<file path="config.mk">
export PLATFORM = sky130hd
export DESIGN_NAME = nan_screen
export DESIGN_NICKNAME = d
export VERILOG_FILES = /design/src/rtl/nan_screen_pkg.sv /design/src/rtl/nan_screen_classify.sv /design/src/rtl/nan_screen_pattern.sv /design/src/rtl/nan_screen_quiet.sv /design/src/rtl/nan_screen.sv
export SDC_FILE = /design/constraint.sdc
export NUM_CORES = 1
export LEC_CHECK = 0
export BUFFER_PORTS_ARGS = -buffer_cell sky130_fd_sc_hd__buf_2
export CAP_MARGIN = 10
export CORE_ASPECT_RATIO = 0.8
export CORE_MARGIN = 4
export CORE_UTILIZATION = 29
export DETAILED_ROUTE_END_ITERATION = 8
export MAX_ROUTING_LAYER = met4
export PLACE_DENSITY = 0.85
export SYNTH_ARGS = -nofsm -noshare
export SYNTH_HDL_FRONTEND = slang
export SYNTH_SLANG_ARGS = --single-unit
</file>
<file path="constraint.sdc">
create_clock -name vclk -period 1.6
set_input_delay 0.32 -clock vclk [all_inputs]
set_output_delay 0.32 -clock vclk [all_outputs]
set_load 0.03 [all_outputs]
</file>
<file path="src/rtl/nan_screen_pkg.sv">
package nan_screen_pkg;

    // Choice of canonical NaN word (used when the quiet bit has usual polarity)
    typedef enum logic [1:0] {
        DNAN_ALL_ONES  = 2'd0,  // positive, every fraction bit set
        DNAN_POS_QUIET = 2'd1,  // positive, only the top fraction bit set
        DNAN_NEG_QUIET = 2'd2   // negative, only the top fraction bit set
    } dnan_sel_e;

endpackage

</file>
<file path="src/rtl/nan_screen_classify.sv">
module nan_screen_classify #(
    parameter int EXP_W        = 8,
    parameter int FRAC_W       = 23,
    parameter bit QUIET_INVERT = 1'b0,
    parameter bit SIGNALING_EN = 1'b1
) (
    input  logic [EXP_W+FRAC_W:0] word_i,
    output logic                  nan_o,
    output logic                  qnan_o,
    output logic                  snan_o
);
    localparam int WORD_W = EXP_W + FRAC_W + 1;

    logic exp_full;
    logic frac_any;
    logic top_frac;

    assign exp_full = &word_i[WORD_W-2:FRAC_W];
    assign frac_any = |word_i[FRAC_W-1:0];
    assign top_frac = word_i[FRAC_W-1];

    always_comb begin
        nan_o = exp_full & frac_any;
        if (!SIGNALING_EN) begin
            qnan_o = nan_o;
            snan_o = 1'b0;
        end else if (QUIET_INVERT) begin
            qnan_o = nan_o & ~top_frac;
            snan_o = nan_o &  top_frac;
        end else begin
            qnan_o = nan_o &  top_frac;
            snan_o = nan_o & ~top_frac;
        end
    end

endmodule

</file>
<file path="src/rtl/nan_screen_pattern.sv">
module nan_screen_pattern
    import nan_screen_pkg::*;
#(
    parameter int        EXP_W        = 8,
    parameter int        FRAC_W       = 23,
    parameter bit        QUIET_INVERT = 1'b0,
    parameter dnan_sel_e DNAN_SEL     = DNAN_POS_QUIET
) (
    output logic [EXP_W+FRAC_W:0] pattern_o
);
    localparam logic [EXP_W-1:0]  EXP_ONES  = {EXP_W{1'b1}};
    localparam logic [FRAC_W-2:0] LOW_ONES  = {(FRAC_W-1){1'b1}};
    localparam logic [FRAC_W-2:0] LOW_ZEROS = {(FRAC_W-1){1'b0}};

    generate
        if (QUIET_INVERT) begin : g_inv
            assign pattern_o = {1'b0, EXP_ONES, 1'b0, LOW_ONES};
        end else if (DNAN_SEL == DNAN_ALL_ONES) begin : g_ones
            assign pattern_o = {1'b0, EXP_ONES, 1'b1, LOW_ONES};
        end else if (DNAN_SEL == DNAN_NEG_QUIET) begin : g_neg
            assign pattern_o = {1'b1, EXP_ONES, 1'b1, LOW_ZEROS};
        end else begin : g_pos
            assign pattern_o = {1'b0, EXP_ONES, 1'b1, LOW_ZEROS};
        end
    endgenerate

endmodule

</file>
<file path="src/rtl/nan_screen_quiet.sv">
module nan_screen_quiet #(
    parameter int EXP_W        = 8,
    parameter int FRAC_W       = 23,
    parameter bit QUIET_INVERT = 1'b0
) (
    input  logic [EXP_W+FRAC_W:0] word_i,
    input  logic                  snan_i,
    input  logic [EXP_W+FRAC_W:0] dflt_i,
    output logic [EXP_W+FRAC_W:0] quieted_o
);
    localparam logic [EXP_W+FRAC_W:0] QBIT_MASK =
        {{(EXP_W+1){1'b0}}, 1'b1, {(FRAC_W-1){1'b0}}};

    always_comb begin
        quieted_o = word_i;
        if (snan_i) begin
            quieted_o = QUIET_INVERT ? dflt_i : (word_i | QBIT_MASK);
        end
    end

endmodule

</file>
<file path="src/rtl/nan_screen.sv">
module nan_screen
    import nan_screen_pkg::*;
#(
    parameter int        EXP_W        = 8,
    parameter int        FRAC_W       = 23,
    parameter bit        QUIET_INVERT = 1'b0,
    parameter bit        SIGNALING_EN = 1'b1,
    parameter dnan_sel_e DNAN_SEL     = DNAN_POS_QUIET
) (
    input  logic [EXP_W+FRAC_W:0] word_i,
    output logic                  is_nan_o,
    output logic                  is_qnan_o,
    output logic                  is_snan_o,
    output logic [EXP_W+FRAC_W:0] quieted_o,
    output logic [EXP_W+FRAC_W:0] default_nan_o
);
    logic snan_w;

    nan_screen_classify #(
        .EXP_W       (EXP_W),
        .FRAC_W      (FRAC_W),
        .QUIET_INVERT(QUIET_INVERT),
        .SIGNALING_EN(SIGNALING_EN)
    ) u_classify (
        .word_i(word_i),
        .nan_o (is_nan_o),
        .qnan_o(is_qnan_o),
        .snan_o(snan_w)
    );

    nan_screen_pattern #(
        .EXP_W       (EXP_W),
        .FRAC_W      (FRAC_W),
        .QUIET_INVERT(QUIET_INVERT),
        .DNAN_SEL    (DNAN_SEL)
    ) u_pattern (
        .pattern_o(default_nan_o)
    );

    nan_screen_quiet #(
        .EXP_W       (EXP_W),
        .FRAC_W      (FRAC_W),
        .QUIET_INVERT(QUIET_INVERT)
    ) u_quiet (
        .word_i   (word_i),
        .snan_i   (snan_w),
        .dflt_i   (default_nan_o),
        .quieted_o(quieted_o)
    );

    assign is_snan_o = snan_w;

endmodule

</file>
## Word-level counts from Yosys, hierarchy flattened

Index checks and enable logic that the tools add are counted.

- Memories kept: 0
- Flip-flop bits (word level): 0
- Latch bits: 0
- Bits in read-only memories: 0
- Input port bits: 32
- Memory bits (writable): 0

- Multiplexer cells: 1
- Reductions and logical operators: 2
- $add $sub $neg: 0
- Bitwise logic cells: 4
- Divide/modulo/power cells: 0
- Equality and inequality tests: 0
- Shift-type cells: 0
- $mul: 0
- Order comparisons: 0

Operators with widths:

| cell | count |
|---|---|
| $mux 23 | 1 |
| $reduce_or 23->1 | 1 |
| $reduce_and 8->1 | 1 |
| $and 1x1->1 | 3 |
| $not 1->1 | 1 |

## Longest topological paths before layout

- Word-level depth: 4
- Gate-level depth with buffers: 3
- Mapped depth without buffers: 3

## Hierarchy

From an unflattened synthesis, not the netlist that was laid out.

- Cell total of the unflattened synthesis: 80
- Area, all modules: 591.8 sq um

Modules (own cells, without submodules):

| module | cells each | instances | area each (sq um) | seq. area each (sq um) |
|---|---|---|---|---|
| nan_screen_pattern | 34 | 1 | 247.7 | 0.0 |
| nan_screen_quiet | 32 | 1 | 239.0 | 0.0 |
| nan_screen_classify | 14 | 1 | 105.1 | 0.0 |

## Worst setup path after synthesis

OpenSTA, ideal clock, no wires.

- Path kind: input port to output port
- Start: input word_i[27]
- End: output is_snan_o
- Setup slack: -0.216 ns
- Stages on the path: 3
- Buffers on the path: 0
- Arrival: 1.496 ns
- Required time: 1.280 ns
- Cells stage by stage: nand4_1 > or2_2 > a211oi_1

- Cells in the longest elaborated chain, start to end: 3

RTL lines:

| item | line | RTL |
|---|---|---|
| start: declaration | nan_screen.sv:10 | `input logic [EXP_W+FRAC_W:0] word_i,` |
| $reduce_and 8->1 | nan_screen_classify.sv:18 | `assign exp_full = &word_i[WORD_W-2:FRAC_W];` |
| $and 1x1->1 | nan_screen_classify.sv:23 | `nan_o = exp_full & frac_any;` |
| $and 1x1->1 | nan_screen_classify.sv:32 | `snan_o = nan_o & ~top_frac;` |
| end: declaration | nan_screen.sv:13 | `output logic is_snan_o,` |

Every way passes these cells.

## Final worst setup path

- Start: input word_i[8]
- End: output is_nan_o

- Cells in the longest elaborated chain, start to end: 2

RTL lines:

| item | line | RTL |
|---|---|---|
| $reduce_or 23->1 | nan_screen_classify.sv:19 | `assign frac_any = \|word_i[FRAC_W-1:0];` |
| $and 1x1->1 | nan_screen_classify.sv:23 |  |
| end: declaration | nan_screen.sv:11 | `output logic is_nan_o,` |

Every way passes these cells.

==> impl_metrics.tcl <==
set metrics [dict create \
    status "complete, but fails checks" \
    synth_compound_area_share_pct 3.45 \
    area_growth_pct 9.70 \
    start_util_pct 30.7 \
    seq_cell_count 0 \
    synth-simple-area-share_pct 13.1 \
    fin_ws_ps -84.0 \
    ant_nets 0 \
    p_sw_share_pct 76.9 \
    synth_mux_area_share_pct 0 \
    drt_wl_total_um 1390 \
    p_per_area_mw_per_mm2 453 \
    route.detailed.drc 0 \
    fmax_mhz 594 \
    synth_top_area_cell "buf_4" \
    drt_iter0_markers 3 \
    placed_cell_area_um2 596 \
    power_w 0.000288 \
    pwr-share-seq_pct 0 \
    post-route-period-util_pct 105 \
    io_buffers 65 \
    yosys-top-cells-area "buf_4, nor4_1, or4_1" \
    grt_max_degree 5 \
    vias 496 \
    hold_viol 0 \
    ys_types 14 \
    fin_area_um2 637 \
    die_y_um 48.0 \
    grt_pass1_vias 423 \
    clkPwrFrac_pct 0 \
    antenna_found_initial 0 \
    grt-ovfl-total 0 \
    wire_per_inst_um 9.98 \
    cpPeakStageDelay_ps 530 \
    path_cells "buf_6 > or4_4 > nor2_4 > a21oi_1 > buf_4" \
    combPwrFrac_pct 100.0 \
    drive_above_1_share_pct 63.5 \
    ir_drop_mv 0.188 \
    die-area_mm2 0.00279 \
    crit_slowest_cell "or4_4" \
    die_w_um 58.0 \
    core_mm2 0.00189 \
    p_leak_nw 0.409 \
    cts_hold_buf 0 \
    nFillCells 212 \
    synth_fa_ha_area_share_pct 0 \
    crit_cells 5 \
    fin_crit_ps 1680 \
    ys_warn_count 0 \
    grtUsageTotal_pct 7.04 \
    ios 99 \
    yosysSeqAreaShare_pct 0 \
    netlist_instances 81 \
    critPathTopFamily "simple AND/OR/NAND/NOR gates" \
    clkbuf_count 0 \
    crit_type "in -> out" \
    synth-xor-area-share_pct 0 \
    grt_pass1_wl_um 1550 \
    rows 14 \
    p_int_w 0.0000667 \
    hold_slack_ps 640 \
    diodes 0 \
    violations "setup timing" \
    gp_congestion 0.687 \
    cp-end-kind "output port" \
    crit_path_max_fanout 3 \
    setup_viol 3 \
    firstDrtPassIters 3 \
    path_buf_inv 2 \
    hp-class "in -> out" \
    viasPerCell 3.57 \
    seq_area_um2 0 \
    avgSynthCellArea_um2 7.17 \
    hpwl_um 1270 \
    arrival_ps 1360 \
    timing.max_cap.violations 0 \
    synth_top_family_by_area "buffers and inverters" \
    syn_area_um2 581 \
    cp-start-kind "primary input" \
    finalMaxSlewViolations 0 \
    rsz0062_at_grt "true" \
    required_ps 1280 \
    synth_top_area_share_pct 81.5 \
    switchingPower_w 0.000222 \
    holdPathStages 0 \
    nNetsFinal 149 \
]
area by class of cell:
cell class	instances	area (um^2)	area share [%]
inverter	1	3.75	0.589
multi-input combinational	47	239	37.5
tap	24	30.0	4.72
timing repair buffer	67	364	57.2
synth_stat cells:
cell,n
a211oi_1,1
a21oi_1,1
a22oi_1,1
and4_1,1
buf_4,63
conb_1,2
inv_1,1
nand4_1,2
nor2_1,1
nor2_2,1
nor3_1,1
nor4_1,3
or2_2,1
or4_1,2
cell usage in the layout, fill, tap and decap left out, drive strengths merged:
cell / Yosys / final
nor4: 3 / 3
or2: 1 / 1
a22oi: 1 / 1
nand4: 2 / 2
nor3: 1 / 1
and4: 1 / 1
buf: 63 / 67
nor2: 2 / 2
a211oi: 1 / 1
conb: 2 / 32
a21oi: 1 / 1
or4: 2 / 2
inv: 1 / 1
routing by layer:
metal	up-vias	wire (um)	track usage, %
met4	0	0	0
li1	236	-	-
met3	0	202	0.809
met2	39	801	14.9
met1	221	383	7.61
met5	-	0	-
cell families (layout without fill, tap and decap cells):
family	count (synthesis)	after routing
other	2	32
AO/OA/AOI/OAI	3	3
AND/OR/NAND/NOR	12	12
buffers and inverters	64	68
final timing paths:
check	startpoint	end
worst max-delay path	word_i[8]	is_nan_o
worst min-delay path	word_i[31]	quieted_o[31]
metrics by stage:
step,cells,TNS (ps),util (%),setup WS (ps)
after detailed placement,139,-357,31.5,-133
after global routing,139,-335,33.7,-122
after floorplan,111,0,-,31.6
final,139,-214,33.7,-84.0
after global placement,139,-343,31.5,-133
after CTS,139,-185,32.9,-76.1
timing repair:
item                       CTS  global route
pin swaps                    4             3
setup endpoints to repair    3             3
setup buffers                0             0
resized for setup            7             3
power by group through the flow:
| stage | registers, W | clock network [W] | logic, W |
|---|---|---|---|
| after floorplan | 0 | 0 | 0.000312 |
| after global placement | 0 | 0 | 0.000278 |
| after detailed placement | 0 | 0 | 0.000279 |
| after CTS | 0 | 0 | 0.000284 |
| after global routing | 0 | 0 | 0.000306 |
| final | 0 | 0 | 0.000288 |
No activity file was read; power rests on OpenSTA's default activity.
